[src/rtl/dlydiv_pkg.sv]
package dlydiv_pkg;

  // Extra start offset, in input cycles, for small divide values.
  function automatic int start_shift(input int n);
    case (n)
      2, 3:    return 1;
      5:       return 3;
      6:       return -1;
      default: return 0;
    endcase
  endfunction

  // Number of input cycles the output stays high in one period.
  function automatic int high_len(input int n);
    return n / 2;
  endfunction

endpackage

[src/rtl/dlydiv_start.sv]
module dlydiv_start
  import dlydiv_pkg::*;
#(
  parameter int DIV_W = 6,
  parameter int DLY_W = 4
) (
  input  logic             clk,
  input  logic             rst,
  input  logic             sync_req,
  input  logic [DIV_W-1:0] div_sel,
  input  logic [DLY_W-1:0] fix_dly,
  output logic             run,
  output logic             start_ev,
  output logic [DIV_W-1:0] cur_div
);
  localparam int HOLD_W = DLY_W + 2;

  logic [HOLD_W-1:0] hold_q;
  logic              arm_q;
  logic [DIV_W-1:0]  eff_div;
  logic [HOLD_W-1:0] hold_load;

  assign eff_div   = (div_sel < DIV_W'(2)) ? DIV_W'(2) : div_sel;
  assign hold_load = HOLD_W'(int'(fix_dly) + start_shift(int'(eff_div)) + 1);
  assign start_ev  = arm_q && (hold_q == '0) && !sync_req;

  always_ff @(posedge clk) begin
    if (rst) begin
      hold_q  <= '0;
      arm_q   <= 1'b0;
      run     <= 1'b0;
      cur_div <= DIV_W'(2);
    end else if (sync_req) begin
      hold_q  <= hold_load;
      arm_q   <= 1'b1;
      run     <= 1'b0;
      cur_div <= eff_div;
    end else if (arm_q) begin
      if (hold_q == '0) begin
        arm_q <= 1'b0;
        run   <= 1'b1;
      end else begin
        hold_q <= hold_q - HOLD_W'(1);
      end
    end
  end
endmodule

[src/rtl/dlydiv_phase.sv]
module dlydiv_phase #(
  parameter int DIV_W = 6
) (
  input  logic             clk,
  input  logic             rst,
  input  logic             sync_req,
  input  logic             run,
  input  logic             start_ev,
  input  logic             stretch_ev,
  input  logic [DIV_W-1:0] cur_div,
  output logic             div_out,
  output logic             at_last,
  output logic             wrap_ev
);
  logic [DIV_W-1:0] p_q;
  logic [DIV_W-1:0] p_nxt;
  logic [DIV_W-1:0] hi_cnt;

  assign hi_cnt  = cur_div >> 1;
  assign at_last = run && (p_q == cur_div - DIV_W'(1));
  assign wrap_ev = at_last && !stretch_ev && !sync_req;
  assign p_nxt   = p_q + DIV_W'(1);

  always_ff @(posedge clk) begin
    if (rst || sync_req) begin
      p_q     <= '0;
      div_out <= 1'b0;
    end else if (start_ev) begin
      p_q     <= '0;
      div_out <= 1'b1;
    end else if (run) begin
      if (stretch_ev) begin
        div_out <= 1'b0;
      end else if (at_last) begin
        p_q     <= '0;
        div_out <= 1'b1;
      end else begin
        p_q     <= p_nxt;
        div_out <= (p_nxt < hi_cnt);
      end
    end
  end
endmodule

[src/rtl/dlydiv_step.sv]
module dlydiv_step #(
  parameter int STEP_W = 6
) (
  input  logic              clk,
  input  logic              rst,
  input  logic              sync_req,
  input  logic              run,
  input  logic              at_last,
  input  logic              step_en,
  input  logic              step_go,
  input  logic [STEP_W-1:0] step_cnt,
  output logic              busy,
  output logic              stretch_ev,
  output logic              accept_ev
);
  logic [STEP_W-1:0] left_q;
  logic              str_q;

  assign busy       = (left_q != '0);
  assign stretch_ev = at_last && busy && !str_q && !sync_req;
  assign accept_ev  = step_go && step_en && !busy && run && !sync_req;

  always_ff @(posedge clk) begin
    if (rst || sync_req) begin
      left_q <= '0;
      str_q  <= 1'b0;
    end else begin
      str_q <= stretch_ev;
      if (accept_ev)       left_q <= step_cnt;
      else if (stretch_ev) left_q <= left_q - STEP_W'(1);
    end
  end
endmodule

[src/rtl/dlydiv.sv]
module dlydiv #(
  parameter int DIV_W  = 6,
  parameter int DLY_W  = 4,
  parameter int STEP_W = 6
) (
  input  logic              clk,
  input  logic              rst,
  input  logic              sync_req,
  input  logic [DIV_W-1:0]  div_sel,
  input  logic [DLY_W-1:0]  fix_dly,
  input  logic              step_en,
  input  logic [STEP_W-1:0] step_cnt,
  input  logic              step_go,
  output logic              div_out,
  output logic              busy
);
  logic             run_w;
  logic             start_ev;
  logic [DIV_W-1:0] cur_div;
  logic             at_last;
  logic             wrap_ev;
  logic             stretch_ev;
  logic             accept_ev;

  dlydiv_start #(.DIV_W(DIV_W), .DLY_W(DLY_W)) u_start (
    .clk(clk), .rst(rst), .sync_req(sync_req), .div_sel(div_sel),
    .fix_dly(fix_dly), .run(run_w), .start_ev(start_ev), .cur_div(cur_div)
  );

  dlydiv_phase #(.DIV_W(DIV_W)) u_phase (
    .clk(clk), .rst(rst), .sync_req(sync_req), .run(run_w),
    .start_ev(start_ev), .stretch_ev(stretch_ev), .cur_div(cur_div),
    .div_out(div_out), .at_last(at_last), .wrap_ev(wrap_ev)
  );

  dlydiv_step #(.STEP_W(STEP_W)) u_step (
    .clk(clk), .rst(rst), .sync_req(sync_req), .run(run_w),
    .at_last(at_last), .step_en(step_en), .step_go(step_go),
    .step_cnt(step_cnt), .busy(busy), .stretch_ev(stretch_ev),
    .accept_ev(accept_ev)
  );
endmodule

[config.mk]
export PLATFORM = sky130hd
export DESIGN_NAME = dlydiv
export DESIGN_NICKNAME = d
export VERILOG_FILES = /design/src/rtl/dlydiv_pkg.sv /design/src/rtl/dlydiv_start.sv /design/src/rtl/dlydiv_phase.sv /design/src/rtl/dlydiv_step.sv /design/src/rtl/dlydiv.sv
export SDC_FILE = /design/constraint.sdc
export NUM_CORES = 1
export LEC_CHECK = 0
export ABC_AREA = 1
export CAP_MARGIN = 10
export CELL_PAD_IN_SITES_DETAIL_PLACEMENT = 0
export CELL_PAD_IN_SITES_GLOBAL_PLACEMENT = 2
export CORE_MARGIN = 2
export CORE_UTILIZATION = 33
export CTS_BUF_LIST = sky130_fd_sc_hd__clkbuf_8 sky130_fd_sc_hd__clkbuf_16
export DETAILED_ROUTE_END_ITERATION = 8
export PLACE_DENSITY = 0.87
export SYNTH_ARGS = -nofsm -noshare
export SYNTH_HDL_FRONTEND = slang
export SYNTH_SLANG_ARGS = --single-unit
[constraint.sdc]
create_clock -name clk -period 5.4 [get_ports clk]
set_input_delay 0.81 -clock clk [delete_from_list [all_inputs] [get_ports clk]]
set_output_delay 0.81 -clock clk [all_outputs]
set_load 0.005 [all_outputs]
==> summary.md, run 1 <==
| Metric | Value |
|---|---|
| Syn nets | `366` |
| Final setup fails | `0` |
| Total power | `0.440 mW` |
| Synth cell count leaders | `nand2_1, inv_1, nor2_1` |
| Post-synthesis cell count | `331` |
| R2r endpoint | `u_step.left_q[3]$_SDFFE_PP0P_` |
| Fin nets | `389` |
| Worst-path clk slew | `0.10 ns` |
| Critical path class | `primary input to flip-flop` |
| Number of buffers created by CTS | `3` |
| Total core area | `6240 µm²` |
| Hold path startpoint | `u_start.hold_q[1]$_SDFFE_PP0P_` |
| Power per Cell Area | `181 nW/µm²` |
| Post-place setup slack | `2.39 ns` |
| Clock latency on the worst-skew pair | `0.27 ns` |
| Grt ovf | `0` |
| Worst R2R Path Depth | `12` |
| Final critical-path share of the clock period | `50.1%` |
| Post-DP HPWL | `4020 µm` |
| GRT Resource Usage Total | `15.4%` |
| Seq/Total Area, Yosys | `26.7%` |
| Number of global-route vias before repair | `1974` |
| TNS Setup | `0 ns` |
| VDD IR-drop max | `91.3 µV` |
| TritonCTS clock tree | `built` |
| Final Cell Area | `2430 µm²` |
| Syn_area_per_cell | `6.35 µm²` |
| Chip width | `83.8 µm` |
| Synthesized area | `2100 µm²` |
| Sink Count | `28` |
| Most numerous cell in the Yosys netlist | `nand2_1` |
| Root Buffer | `clkbuf_8` |
| DRC violations left | `0` |
| # rows | `29` |
| Critical path endpoint category | `flip-flop` |
| Top-level I/O count | `23` |
| Worst rel slew slack | `60.0%` |
| Routed len/inst | `11.5 µm` |
| Final WS setup | `2.69 ns` |
| #FFs+latches synth | `28` |
| Setup repair after global routing missed its margin | `false` |
| Ys flop type | `dfxtp_1` |
| Drt first pass iters | `4` |
| Max-slew violations | `0` |
| Initial antenna violation count | `0` |
| # hold bufs at CTS | `0` |
| Area contributors post-synth | `dfxtp_1, nand2_1, inv_1` |
| Syn-to-layout area delta | `15.5%` |
| Via density | `4.72` |
| # diodes | `0` |
| Yosys cell types | `33` |
| CP Max Fanout | `5` |
| Final GP Congestion | `0.792` |
| CTS Buffer Depth | `2` |
| Ys Warns | `0` |
| # resized after CTS | `0` |
| Fmax | `369 MHz` |
| Critical path launch point | `div_sel[2]` |
| Vias | `2026` |
| H-tree levels | `1` |
| Die area | `7030 µm²` |
| Layout cell share with drive strength beyond 1 | `9.66%` |
| Final Skew | `0.00466 ns` |
| Worst setup path endpoint | `u_start.hold_q[5]$_SDFFE_PP0P_` |
| Reg2Reg Setup Slack | `3.51 ns` |
| Largest net degree at the start of global routing | `15` |
| Max-cap viol count | `0` |
| Critical Path RT | `5.57 ns` |
| Post-route ant nets | `0` |
| Result of the run | `completed` |
| Number of synthesized flops with an enable pin | `0` |
| WL final | `4950 µm` |
| Placement Cell Area | `2390 µm²` |
| Die height | `83.8 µm` |
| Crit path launch type | `primary input` |
| Async SR Flop Fraction | `0%` |
| Initial core utilization | `33.7%` |
| Worst R2R Start | `u_start.cur_div[0]$_SDFFE_PP0P_` |
| Tmin final | `2.71 ns` |
| DRT iter0 DRCs | `91` |
| PortBufs | `22` |
| Worst min path class | `flip-flop to flip-flop` |
| Post-CTS Setup Bufs | `0` |
| Worst-margin pin slew | `0.598 ns` |
| Cell taking the most area after synthesis | `dfxtp_1` |
| Yosys top cell area share | `26.7%` |
| Pleak | `1.11 nW` |
| Final Hold Viols | `0` |
| CP Data Arrival Time | `2.88 ns` |
| Global-route wire length before repair | `8970 µm` |
[worst max-delay path: stages]
cell and delay, ns:
clkdlybuf4s50_1 0.47, inv_1 0.07, nor3_1 0.23, nand3_1 0.19
inv_1 0.15, ha_1 0.29, a21oi_1 0.16, nand2_1 0.09
a21oi_1 0.16, a21oi_1 0.08, o21ai_0 0.09, a21oi_1 0.09
[layout make-up]
type | count | area (µm²)
inverter | 56 | 210
tap | 77 | 96.3
timing repair buffer | 22 | 220
fill | 699 | 3810
multi-input combinational | 243 | 1300
clock buffer | 3 | 41.3
sequential | 28 | 561
[power breakdown]
part           internal (mW)  leakage [nW]  switching (mW)
clock                 0.0501        0.0216          0.0654
sequential             0.216         0.229         0.00841
combinational         0.0421         0.864          0.0588
total                  0.308          1.11           0.133
[layout by cell type, fill, tap and decap left out, types with 4 or more instances in the layout]
cell	instances
nor4_1	4
nand2_1	83
xor2_1	5
clkdlybuf4s50_1	22
nand3_1	18
o21ai_0	18
a21oi_1	24
nor2_1	38
inv_1	46
dfxtp_1	28
inv_2	10
ha_1	13
nand2_2	7
nand4_1	4
[logic make-up (layout without fill, tap and decap cells)]
kind of cell | count (synthesis) | in the layout | synth area share (%)
buffers and inverters | 60 | 81 | 11.5
xor gates and xnor gates | 5 | 5 | 2.08
and+or+nand+nor | 170 | 170 | 37.0
AOI/OAI and AO/OA | 54 | 54 | 14.0
adders and majority gates | 14 | 14 | 8.69
DFF | 28 | 28 | 26.7
[sequential cells by signal, summed over array words and instances, names as in the netlist]
register,flops
u_start.arm_q,1
u_phase.p_q,6
u_start.cur_div,6
u_step.str_q,1
u_start.run,1
u_step.left_q,6
u_phase.div_out,1
u_start.hold_q,6
[metrics by stage]
stage               util (%)  hold slack (ns)  instances
CTS                     38.9            0.510        429
global route            38.9            0.545        429
floorplan                  -            0.462        331
finish                  38.9            0.509        429
detailed placement      38.3            0.493        426
global placement        38.3            0.494        426
[routing by layer]
layer	track usage (%)	share of wire (%)	up-vias
li1	-	-	1103
met3	1.98	2.7	2
met4	3.52	0.61	0
met5	0	0	-
met1	21.5	53	896
met2	25.2	44	25
[how the worst min path moves through the flow]
| stage | end | slack (ns) | cells past startpoint |
|---|---|---|---|
| 2_1_floorplan | u_start.hold_q[1]$_SDFFE_PP0P_ | 0.46 | 2 |
| 3_3_place_gp | u_phase.p_q[5]$_SDFFE_PP0P_ | 0.49 | 2 |
| 3_5_place_dp | u_start.hold_q[1]$_SDFFE_PP0P_ | 0.49 | 2 |
| 4_1_cts | u_start.hold_q[1]$_SDFFE_PP0P_ | 0.51 | 2 |
| 5_1_grt | u_phase.p_q[5]$_SDFFE_PP0P_ | 0.54 | 2 |
| 6_report | u_start.hold_q[1]$_SDFFE_PP0P_ | 0.51 | 2 |
Note: power is estimated with default switching activity, not from simulation.
==> run 2, diff against run 1 <==
--- a/config.mk
+++ b/config.mk
@@ -10,10 +10,10 @@
 export CELL_PAD_IN_SITES_DETAIL_PLACEMENT = 0
 export CELL_PAD_IN_SITES_GLOBAL_PLACEMENT = 2
 export CORE_MARGIN = 2
-export CORE_UTILIZATION = 33
+export CORE_UTILIZATION = 30
 export CTS_BUF_LIST = sky130_fd_sc_hd__clkbuf_8 sky130_fd_sc_hd__clkbuf_16
 export DETAILED_ROUTE_END_ITERATION = 8
-export PLACE_DENSITY = 0.87
+export PLACE_DENSITY = 0.8
 export SYNTH_ARGS = -nofsm -noshare
 export SYNTH_HDL_FRONTEND = slang
 export SYNTH_SLANG_ARGS = --single-unit
==> constraint.sdc (replaced) <==
create_clock -name clk -period 2.7 [get_ports clk]
set_input_delay 0.405 -clock clk [delete_from_list [all_inputs] [get_ports clk]]
set_output_delay 0.405 -clock clk [all_outputs]
set_load 0.005 [all_outputs]
==> run 2 against run 1 <==
  * Clock skew down 0.0012 ns
  * Register-to-register slack worse by 2.7 ns
  * Cell area up 3.5%
  * Global-route usage down 0.89 points
  * Critical endpoint is now u_start.hold_q[3]$_SDFFE_PP0P_
  * Largest cell class unchanged
  * Largest power group unchanged
==> summary.md, run 2 (same netlist as run 1, synthesis figures left out) <==
| Metric | Value |
|---|---|
| Final Hold Viols | `0 (unchanged)` |
| Post-route ant nets | `0 (unchanged)` |
| TNS Setup | `0 ns (unchanged)` |
| Vias | `2052 (was 2026)` |
| Most common cell after layout, fill and taps aside | `nand2_1 (unchanged)` |
| Drt first pass iters | `4 (unchanged)` |
| TritonCTS clock tree | `built (unchanged)` |
| # rows | `30 (was 29)` |
| Reg2Reg Setup Slack | `0.83 ns (was 3.51 ns)` |
| Post-CTS Setup Bufs | `0 (unchanged)` |
| DRC violations left | `0 (unchanged)` |
| Worst rel slew slack | `68.5% (was 60.0%)` |
| Largest net degree at the start of global routing | `17 (was 15)` |
| Setup repair after global routing missed its margin | `false (unchanged)` |
| Die area | `7700 µm² (was 7030 µm²)` |
| Layout cell share with drive strength beyond 1 | `10.9% (was 9.66%)` |
| Hold path startpoint | `u_start.hold_q[1]$_SDFFE_PP0P_ (unchanged)` |
| Initial core utilization | `31.0% (was 33.7%)` |
| GRT Resource Usage Total | `14.5% (was 15.4%)` |
| Power per Cell Area | `393 nW/µm² (was 181 nW/µm²)` |
| Via density | `4.53 (was 4.72)` |
| Max-cap viol count | `0 (unchanged)` |
| Peak per-stage delay on the critical path | `0.47 ns (about the same)` |
| Final critical-path share of the clock period | `80.8%` |
| Crit path launch type | `primary input (unchanged)` |
| Crit path cell chain | `clkdlybuf4s50_1 -> inv_1 -> nor3_1 -> nand3_1 -> inv_1 -> ha_1 -> a21oi_1 -> nand2_1 -> o21ai_0 -> a21oi_1 -> nor4_1 (was clkdlybuf4s50_1 -> inv_1 -> nor3_1 -> nand3_1 -> inv_1 -> ha_1 -> a21oi_1 -> nand2_1 -> a21oi_1 -> a21oi_1 -> o21ai_0 -> a21oi_1)` |
| Routed len/inst | `11.2 µm (was 11.5 µm)` |
| Critical path class | `primary input to flip-flop (unchanged)` |
| Final hold slack | `0.506 ns (was 0.509 ns)` |
| Fmax | `458 MHz` |
| CTS Buffer Depth | `2 (unchanged)` |
| Final Cell Area | `2510 µm² (was 2430 µm²)` |
| Number of global-route vias before repair | `1973 (was 1974)` |
| Final setup fails | `0 (unchanged)` |
| WL final | `5080 µm (was 4950 µm)` |
| CP Data Arrival Time | `2.37 ns (was 2.88 ns)` |
| Area of the multi-input gates | `1300 µm² (unchanged)` |
| Hold EP | `u_start.hold_q[1]$_SDFFE_PP0P_ (unchanged)` |
| Top-level I/O count | `23 (unchanged)` |
| Hold path cells | `2 (unchanged)` |
| Final GP Congestion | `0.808 (was 0.792)` |
| Seq. cell area | `561 µm² (unchanged)` |
| Number of buffers created by CTS | `3 (unchanged)` |
| R2r endpoint | `u_step.left_q[5]$_SDFFE_PP0P_ (was u_step.left_q[3]$_SDFFE_PP0P_)` |
| Tmin final | `2.18 ns` |
| # hold bufs at CTS | `0 (unchanged)` |
| Root Buffer | `clkbuf_8 (unchanged)` |
| CP Max Fanout | `5 (unchanged)` |
| Pleak | `1.15 nW (was 1.11 nW)` |
| # resized after CTS | `0 (unchanged)` |
| Fin nets | `393 (was 389)` |
| Sink Count | `28 (unchanged)` |
| Max-slew violations | `0 (unchanged)` |
| Worst-path clk slew | `0.10 ns (about the same)` |
| Clock latency on the worst-skew pair | `0.27 ns (about the same)` |
| Worst path buffer plus inverter count | `3 (unchanged)` |
| Final Skew | `0.00342 ns (was 0.00466 ns)` |
| Slowest-stage cell, CP | `clkdlybuf4s50_1 (unchanged)` |
| Initial antenna violation count | `0 (unchanged)` |
| Final WS setup | `0.518 ns (was 2.69 ns)` |
| VDD IR-drop max | `224 µV (was 91.3 µV)` |
| Cell family contributing the most delay on the critical path | `simple AND/OR/NAND/NOR gates (was buffers and inverters)` |
| Critical path endpoint category | `flip-flop (unchanged)` |
| H-tree levels | `1 (unchanged)` |
| Grt ovf | `0 (unchanged)` |
| PortBufs | `22 (unchanged)` |
| Worst-margin pin slew | `0.472 ns (was 0.598 ns)` |
| # diodes | `0 (unchanged)` |
| Die height | `87.7 µm (was 83.8 µm)` |
| Post-place setup slack | `0.202 ns (was 2.39 ns)` |
| FILL cells | `766 (was 699)` |
| Syn-to-layout area delta | `19.5% (was 15.5%)` |
| Total core area | `6790 µm² (was 6240 µm²)` |
| Global-route wire length before repair | `8910 µm (was 8970 µm)` |
| Worst R2R Path Depth | `12 (unchanged)` |
| Critical Path RT | `2.89 ns (was 5.57 ns)` |
| Worst min path class | `flip-flop to flip-flop (unchanged)` |
| Result of the run | `completed (unchanged)` |
| DRT iter0 DRCs | `66 (was 91)` |
| Post-DP HPWL | `4050 µm (was 4020 µm)` |
| Most frequent cells in the layout | `nand2_1, inv_1, nor2_1, dfxtp_1, a21oi_1 (unchanged)` |
| Chip width | `87.7 µm (was 83.8 µm)` |
| Worst R2R Start | `u_start.cur_div[0]$_SDFFE_PP0P_ (unchanged)` |
| Placement Cell Area | `2440 µm² (was 2390 µm²)` |
-- run 2: per-stage QoR --
| stage | cells | util [%] | total power [mW] |
|---|---|---|---|
| 6_report | 453 | 37.0 | 0.987 |
| 5_1_grt | 453 | 37.0 | 1.06 |
| 4_1_cts | 453 | 37.0 | 1.00 |
| 3_5_place_dp | 449 | 35.9 | 0.666 |
| 3_3_place_gp | 449 | 35.9 | 0.669 |
| 2_1_floorplan | 331 | - | 0.594 |
-- run 2: final cells by class --
| type | count | area share (%) |
|---|---|---|
| Clock buffer | 3 | 1.64 |
| Clock inverter | 1 | 1.20 |
| Inverter | 56 | 8.37 |
| Multi-Input combinational cell | 243 | 51.7 |
| Sequential cell | 28 | 22.3 |
| Tap cell | 96 | 4.78 |
| Timing Repair Buffer | 26 | 9.96 |
-- run 2: how the worst max path moves through the flow --
stage / startpoint / endpoint / slack [ns] / depth (start not counted)
finish: div_sel[2] / u_start.hold_q[3]$_SDFFE_PP0P_ / 0.52 / 11
global route: div_sel[2] / u_start.hold_q[5]$_SDFFE_PP0P_ / 0.13 / 12
CTS: div_sel[2] / u_start.hold_q[3]$_SDFFE_PP0P_ / 0.49 / 11
detailed placement: div_sel[2] / u_start.hold_q[3]$_SDFFE_PP0P_ / 0.20 / 11
global placement: div_sel[2] / u_start.hold_q[3]$_SDFFE_PP0P_ / 0.22 / 11
floorplan: div_sel[5] / u_start.hold_q[5]$_SDFFE_PP0P_ / 0.77 / 12
-- run 2: worst reg2reg max path: cells and delay by family (launching register included) --
family / cells / cell delay (ns)
adder cells (fa/ha/maj): 1 / 0.27
buffers and inverters: 2 / 0.16
flip-flops: 1 / 0.43
AND/OR/NAND/NOR: 9 / 0.93
-- run 2: layer usage --
layer / GRT usage, % / vias up / part of all wire [%]
li1: - / 1116 / -
met1: 19.1 / 906 / 50
met2: 25.0 / 26 / 46
met3: 2.54 / 4 / 2.5
met4: 2.66 / 0 / 0.87
met5: 0 / - / 0
-- run 2: power by group --
group / internal (mW) / switching [mW]
combinational: 0.0872 / 0.119
sequential: 0.431 / 0.0173
clock: 0.199 / 0.134
